File: src/rtl/rgmii_rx_pkg.sv
package rgmii_rx_pkg;

  typedef struct packed {
    logic valid;
    logic err;
  } rx_flags_t;

  // Rising sample is data valid; the error is valid XOR the falling sample,
  // and it is suppressed while valid is low.
  function automatic rx_flags_t decode_ctl(input logic ctl_rise, input logic ctl_fall);
    rx_flags_t f;
    f.valid = ctl_rise;
    f.err   = ctl_rise & (ctl_rise ^ ctl_fall);
    return f;
  endfunction

  // Start of frame: valid now, not valid in the cycle before.
  function automatic logic frame_start(input logic valid_now, input logic valid_before);
    return valid_now & ~valid_before;
  endfunction

endpackage

File: src/rtl/rgrx_nibble_join.sv
module rgrx_nibble_join #(
  parameter int NIB_W = 4
) (
  input  logic               clk,
  input  logic               rst_n,
  input  logic               capture_i,
  input  logic [NIB_W-1:0]   nib_lo_i,
  input  logic [NIB_W-1:0]   nib_hi_i,
  output logic [2*NIB_W-1:0] byte_o
);
  localparam int BYTE_W = 2 * NIB_W;

  function automatic logic [BYTE_W-1:0] join_nibbles(input logic [NIB_W-1:0] lo,
                                                     input logic [NIB_W-1:0] hi);
    return {hi, lo};
  endfunction

  logic [BYTE_W-1:0] byte_q;

  always_ff @(posedge clk or negedge rst_n) begin
    if (!rst_n)         byte_q <= '0;
    else if (capture_i) byte_q <= join_nibbles(nib_lo_i, nib_hi_i);
  end

  assign byte_o = byte_q;

  // rising nibble lands in the low half, falling nibble in the high half
  a_r1_nibble_order: assert property (@(posedge clk) disable iff (!rst_n)
    capture_i |=> (byte_o[NIB_W-1:0] == $past(nib_lo_i)) &&
                  (byte_o[BYTE_W-1:NIB_W] == $past(nib_hi_i)));

  // byte is held while not valid
  a_r5_hold_idle: assert property (@(posedge clk) disable iff (!rst_n)
    !capture_i |=> $stable(byte_o));

endmodule

File: src/rtl/rgrx_ctl_decode.sv
module rgrx_ctl_decode
  import rgmii_rx_pkg::*;
(
  input  logic clk,
  input  logic rst_n,
  input  logic ctl_rise_i,
  input  logic ctl_fall_i,
  output logic valid_o,
  output logic err_o
);
  rx_flags_t flags_d;
  rx_flags_t flags_q;

  assign flags_d = decode_ctl(ctl_rise_i, ctl_fall_i);

  always_ff @(posedge clk or negedge rst_n) begin
    if (!rst_n) flags_q <= '0;
    else        flags_q <= flags_d;
  end

  assign valid_o = flags_q.valid;
  assign err_o   = flags_q.err;

  // valid follows the rising control sample by one clock
  a_r2_valid_latency: assert property (@(posedge clk) disable iff (!rst_n)
    1'b1 |=> valid_o == $past(ctl_rise_i));

  // rising high with falling low flags an error
  a_r3_err_pair: assert property (@(posedge clk) disable iff (!rst_n)
    (ctl_rise_i && !ctl_fall_i) |=> err_o);

  // rising high with falling high is clean data
  a_r3_good_pair: assert property (@(posedge clk) disable iff (!rst_n)
    (ctl_rise_i && ctl_fall_i) |=> !err_o);

  // no error is reported outside valid
  a_r4_err_needs_valid: assert property (@(posedge clk) disable iff (!rst_n)
    err_o |-> valid_o);

endmodule

File: src/rtl/rgrx_frame_mark.sv
module rgrx_frame_mark
  import rgmii_rx_pkg::*;
(
  input  logic clk,
  input  logic rst_n,
  input  logic valid_now_i,
  input  logic valid_prev_i,
  output logic sof_o
);
  logic sof_q;

  always_ff @(posedge clk or negedge rst_n) begin
    if (!rst_n) sof_q <= 1'b0;
    else        sof_q <= frame_start(valid_now_i, valid_prev_i);
  end

  assign sof_o = sof_q;

  // the start pulse never lasts two clocks
  a_r6_sof_single: assert property (@(posedge clk) disable iff (!rst_n)
    sof_o |=> !sof_o);

endmodule

File: src/rtl/rgmii_rx_deser.sv
module rgmii_rx_deser #(
  parameter int NIB_W = 4
) (
  input  logic               clk_rx,
  input  logic               rst_n,
  input  logic [NIB_W-1:0]   rx_nib_rise_i,
  input  logic [NIB_W-1:0]   rx_nib_fall_i,
  input  logic               rx_ctl_rise_i,
  input  logic               rx_ctl_fall_i,
  output logic [2*NIB_W-1:0] rx_byte_o,
  output logic               rx_valid_o,
  output logic               rx_err_o,
  output logic               rx_sof_o
);
  logic valid_q;
  logic err_q;
  logic sof_q;
  logic [2*NIB_W-1:0] byte_q;

  rgrx_nibble_join #(.NIB_W(NIB_W)) u_join (
    .clk       (clk_rx),
    .rst_n     (rst_n),
    .capture_i (rx_ctl_rise_i),
    .nib_lo_i  (rx_nib_rise_i),
    .nib_hi_i  (rx_nib_fall_i),
    .byte_o    (byte_q)
  );

  rgrx_ctl_decode u_ctl (
    .clk        (clk_rx),
    .rst_n      (rst_n),
    .ctl_rise_i (rx_ctl_rise_i),
    .ctl_fall_i (rx_ctl_fall_i),
    .valid_o    (valid_q),
    .err_o      (err_q)
  );

  rgrx_frame_mark u_mark (
    .clk          (clk_rx),
    .rst_n        (rst_n),
    .valid_now_i  (rx_ctl_rise_i),
    .valid_prev_i (valid_q),
    .sof_o        (sof_q)
  );

  assign rx_byte_o  = byte_q;
  assign rx_valid_o = valid_q;
  assign rx_err_o   = err_q;
  assign rx_sof_o   = sof_q;

  // a start pulse only comes with a valid byte
  a_r6_sof_with_valid: assert property (@(posedge clk_rx) disable iff (!rst_n)
    rx_sof_o |-> rx_valid_o);

  // a start pulse only follows a cycle without valid
  a_r7_sof_after_gap: assert property (@(posedge clk_rx) disable iff (!rst_n)
    rx_sof_o |-> !$past(rx_valid_o));

  // every valid cycle after an idle one carries the start pulse
  a_r7_gap_then_sof: assert property (@(posedge clk_rx) disable iff (!rst_n)
    (rx_valid_o && !$past(rx_valid_o)) |-> rx_sof_o);

  // outputs are clear while reset is held
  a_r8_reset_clear: assert property (@(posedge clk_rx)
    !rst_n |-> (rx_byte_o == '0) && !rx_valid_o && !rx_err_o && !rx_sof_o);

endmodule

File: config.mk
export PLATFORM = sky130hd
export DESIGN_NAME = rgmii_rx_deser
export DESIGN_NICKNAME = d
export VERILOG_FILES = /design/src/rtl/rgmii_rx_pkg.sv /design/src/rtl/rgrx_nibble_join.sv /design/src/rtl/rgrx_ctl_decode.sv /design/src/rtl/rgrx_frame_mark.sv /design/src/rtl/rgmii_rx_deser.sv
export SDC_FILE = /design/constraint.sdc
export NUM_CORES = 1
export LEC_CHECK = 0
export BUFFER_PORTS_ARGS = -buffer_cell sky130_fd_sc_hd__buf_2
export CAP_MARGIN = 20
export CORE_AREA = 2 2 39 41
export DETAILED_ROUTE_END_ITERATION = 8
export DIE_AREA = 0 0 41 43
export PLACE_DENSITY = 0.72
export SYNTH_ARGS = -nofsm -noshare
export SYNTH_HDL_FRONTEND = slang
export SYNTH_HIERARCHICAL = 1
export SYNTH_SLANG_ARGS = --single-unit
File: constraint.sdc
create_clock -name clk_rx -period 1.3 [get_ports clk_rx]
set_clock_uncertainty 0.15 [all_clocks]
set_input_delay 0.13 -clock clk_rx [delete_from_list [all_inputs] [get_ports clk_rx]]
set_output_delay 0.13 -clock clk_rx [all_outputs]
set_load 0.05 [all_outputs]
Yosys cells after proc, flatten, opt, wreduce, memory -nomap -nowiden
Index checks and enable logic that the tools add are counted.

operators by class
  bitwise gates (word level) = 4

operators with widths
  kind               number
  1-bit AND          2
  1-bit NOT          1
  1-bit bitwise XOR  1

word-level totals
  register bits = 11
  input port bits = 12
  logic and storage cells = 8

Longest topological paths before layout
  word-level depth = 2
  gate-level depth with buffers = 2

Modules after synthesis
Netlist, hierarchy kept.

modules (own cells, without submodules)
  module            times used  cells an instance  area an instance (µm²)  sequential area each (µm²)
  rgrx_nibble_join  1           17                 331.6                   200.2
  rgrx_ctl_decode   1           3                  63.8                    50.0
  rgrx_frame_mark   1           2                  38.8                    25.0

Worst setup path after synthesis
No wires, ideal clock.

  kind = register -> register
  start = register u_join/byte_o[0] (netlist name)
  end = register u_join.byte_q[0] (netlist: u_join/byte_o[0])
  setup time = 0.125 ns
  data arrival time = 0.869 ns
  required time = 1.025 ns
  slack = 0.156 ns
  stages on the path, launching flop included = 2
  period minus slack after synthesis = 1.144 ns
  path through = dfrtp_1 -> mux2_4

RTL lines
  element               line                    source
  end signal, assigned  rgrx_nibble_join.sv:22  else if (capture_i) byte_q <= join_nibbles(nib_lo_i, nib_hi_i);
  end, declared         rgrx_nibble_join.sv:18  logic [BYTE_W-1:0] byte_q;

Worst setup path in the final report
  start = input port rx_ctl_rise_i
  end = register u_join.byte_q[4] (netlist: u_join/byte_o[4])

RTL lines
  element          line                 source
  start, declared  rgmii_rx_deser.sv:8  input logic rx_ctl_rise_i,

No word-level cell between the ends.

==> metrics.md <==
| Metric | Value |
|---|---|
| Asr flop ratio synth | `1.00` |
| Post-route setup TNS | `0 ps` |
| Status | `complete, no violations` |
| Gate Count Post-Synth | `22` |
| Minimum clock period | `around 1200 ps` |
| Slowest cell on crit path | `dlygate4sd3_1` |
| Core Area | `0.00138 mm^2` |
| Root Buffer | `clkbuf_4` |
| Antenna Diode Count | `0` |
| Switching Power | `around 0.00026 W` |
| FMAX | `0.811 GHz` |
| Die area | `0.00176 mm^2` |
| Final Non-Filler Cells | `74` |
| EDFF count, synth | `0` |
| DR WL/cell | `around 11 um` |
| Max Cap Viol | `0` |
| Worst Path Arrival | `between 1000 and 1500 ps` |
| Seq/Total Area, Yosys | `0.634` |
| Via count of the first global-routing pass | `297` |
| P_int | `0.000586 W` |
| Worst hold margin | `117 ps` |
| PwrDens | `1230 mW/mm^2` |
| Top cell type's share of synthesized area | `0.634` |
| Post-Syn Nets | `34` |
| Yosys reg bits | `11` |
| Grt met2 use | `0.144` |
| Initial antenna violation count | `0` |
| Placed Instances | `59` |
| CTS Sinks | `11` |
| Startpoint Class | `input port` |
| Final WL | `822 um` |
| Worst Max-Slew Pin Slew | `roughly 250 ps` |
| Ranking of synthesized cells by area | `dfrtp_1, mux2_4, nor2b_4` |
| GR Layer Usage met1 | `0.132` |
| Register share of total power | `0.455` |
| Top delay family on crit path | `buffers and inverters` |
| Max clock buf depth | `2` |
| # nets final | `71` |
| Syn avg cell area | `19.7 um^2` |
| Largest net degree at the start of global routing | `12` |
| Fin. Hold Viols | `0` |
| Unique masters post-synth | `4` |
| Worst path cell trace | `dlygate4sd3_1, clkbuf_4, mux2_4` |
| Num ports | `23` |
| Logic gate share of total power | `0.287` |
| Busiest layer in global routing | `met2` |
| Worst Hold Class | `input port to asynchronous set/reset pin` |
| Tot GR Track Use | `0.108` |
| CP peak stage delay | `~530 ps` |
| Cell taking the most area after synthesis | `dfrtp_1` |
| Initial Util | `0.314` |
| Ys flop type | `dfrtp_1` |
| GR Overflow Total | `0` |
| Area growth syn-to-layout | `59.4%` |
| Clk_lat worst skew | `260 ps` |
| Met3 global-route usage | `0.0785` |
| PortBufs | `22` |
| Vias per cell | `4.09` |
| Crit path kind | `input port to flip-flop` |
| Placer Congestion | `0.660` |
| CTS tree | `built` |
| Die Height | `43 um` |
| Row cnt | `14` |
| RSZ-0062 raised after global routing | `false` |
| Fin crit share | `0.949` |
| Crit path buffers/inverters | `2` |
| Count of final setup violators | `0` |
| DRT iter0 DRCs | `0` |
| Switching Share | `0.311` |
| Residual antenna-violating net count after detailed routing | `0` |
| First-pass GRT wire length | `1190 um` |
| Die width | `around 40 um` |
| Pre-antenna DRT Iters | `1` |
| Share of cells above drive strength 1 | `0.603` |
| DRC viols | `0` |
| Clock slew at reported path FFs | `70 ps` |
| Worst EP required | `approximately 1300 ps` |
| H-tree levels | `1` |
| CP Max Fanout | `11` |
| Cell area after synthesis | `434 um^2` |
| Synth Warn # | `6` |
| Power Total | `0.000850 W` |
| Commonest cells post-synth | `dfrtp_1, mux2_4, nor2b_4` |
| Max Slew Vio Count | `0` |
| Vias | `303` |
| Util after Layout | `0.500` |
| Setup crit end kind | `flip-flop` |
| Slew margin rel. | `0.837` |
| Clk network pwr share | `0.258` |
| Worst vdd ir | `0.536 mV` |
| Most instantiated library cell after synthesis | `dfrtp_1` |
| Clock buffer count from CTS | `3` |
| Leak pwr | `0.361 nW` |
==> what timing repair did <==
item | in CTS | in global routing
hold endpoints to repair | 21 | 0
buffers inserted | 0 | 0
hold buffers | 11 | 0
setup endpoints to repair | 0 | 8
resized for setup | 0 | 1
==> power groups by stage <==
stage                     registers (W)   logic, W  clock network, W
after floorplan                0.000500  0.0000546                 0
after global placement         0.000394   0.000217                 0
after detailed placement       0.000394   0.000220                 0
after CTS                      0.000388   0.000245          0.000234
after global routing           0.000390   0.000256          0.000253
final                          0.000387   0.000244          0.000219
==> registers in the layout, summed over array words and instances, names as in the netlist <==
signal / count
u_mark/sof_o: 1
u_ctl/valid_o: 1
u_ctl/err_o: 1
u_join/byte_o: 8
==> per-layer routing <==
metal,wire length (um),up-vias
met5,0,-
met4,7,0
met3,41,2
met2,394,11
met1,378,144
li1,-,146
==> path summary, 6_finish.rpt <==
check | end | depth (start not counted) | slack (ps) | start
max | u_join/byte_o[4] | 3 | 70 | rx_ctl_rise_i
min | u_join/byte_o[3] | 2 | 120 | rst_n
max reg2reg | u_join/byte_o[5] | 1 | 390 | u_join/byte_o[5]
min reg2reg | u_mark/sof_o | 1 | 310 | u_ctl/valid_o
max in group asynchronous | u_ctl/valid_o | 2 | 680 | rst_n
min in group clk_rx | u_mark/sof_o | 1 | 310 | u_ctl/valid_o
==> cells in the final DEF, fill, tap and decap left out <==
cell           instances
dfrtp_1               11
mux2_4                 8
clkbuf_1               1
nor2b_4                2
clkbuf_4               4
buf_2                 21
dlygate4sd3_1         11
==> cells by family after synthesis <==
| family | count (synthesis) | synth area share |
|---|---|---|
| muxes | 8 | 0.277 |
| buffers and inverters | 1 | 0.0259 |
| DFF | 11 | 0.634 |
| and+or+nand+nor | 2 | 0.0634 |
==> stage by stage <==
stage | cell area, um^2 | setup slack (ps)
floorplan | 434 | 156
global placement | 553 | 302
detailed placement | 553 | 282
CTS | 689 | 33.2
global route | 692 | 42.6
finish | 692 | 66.5
==> layout make-up <==
type | count | area [um^2]
fill | 125 | 692
sequential | 11 | 275
timing repair buffer | 33 | 223
multi-input combinational | 10 | 148
clock buffer | 4 | 26.3
tap | 16 | 20.0
Power figures use the tool's default switching activity.
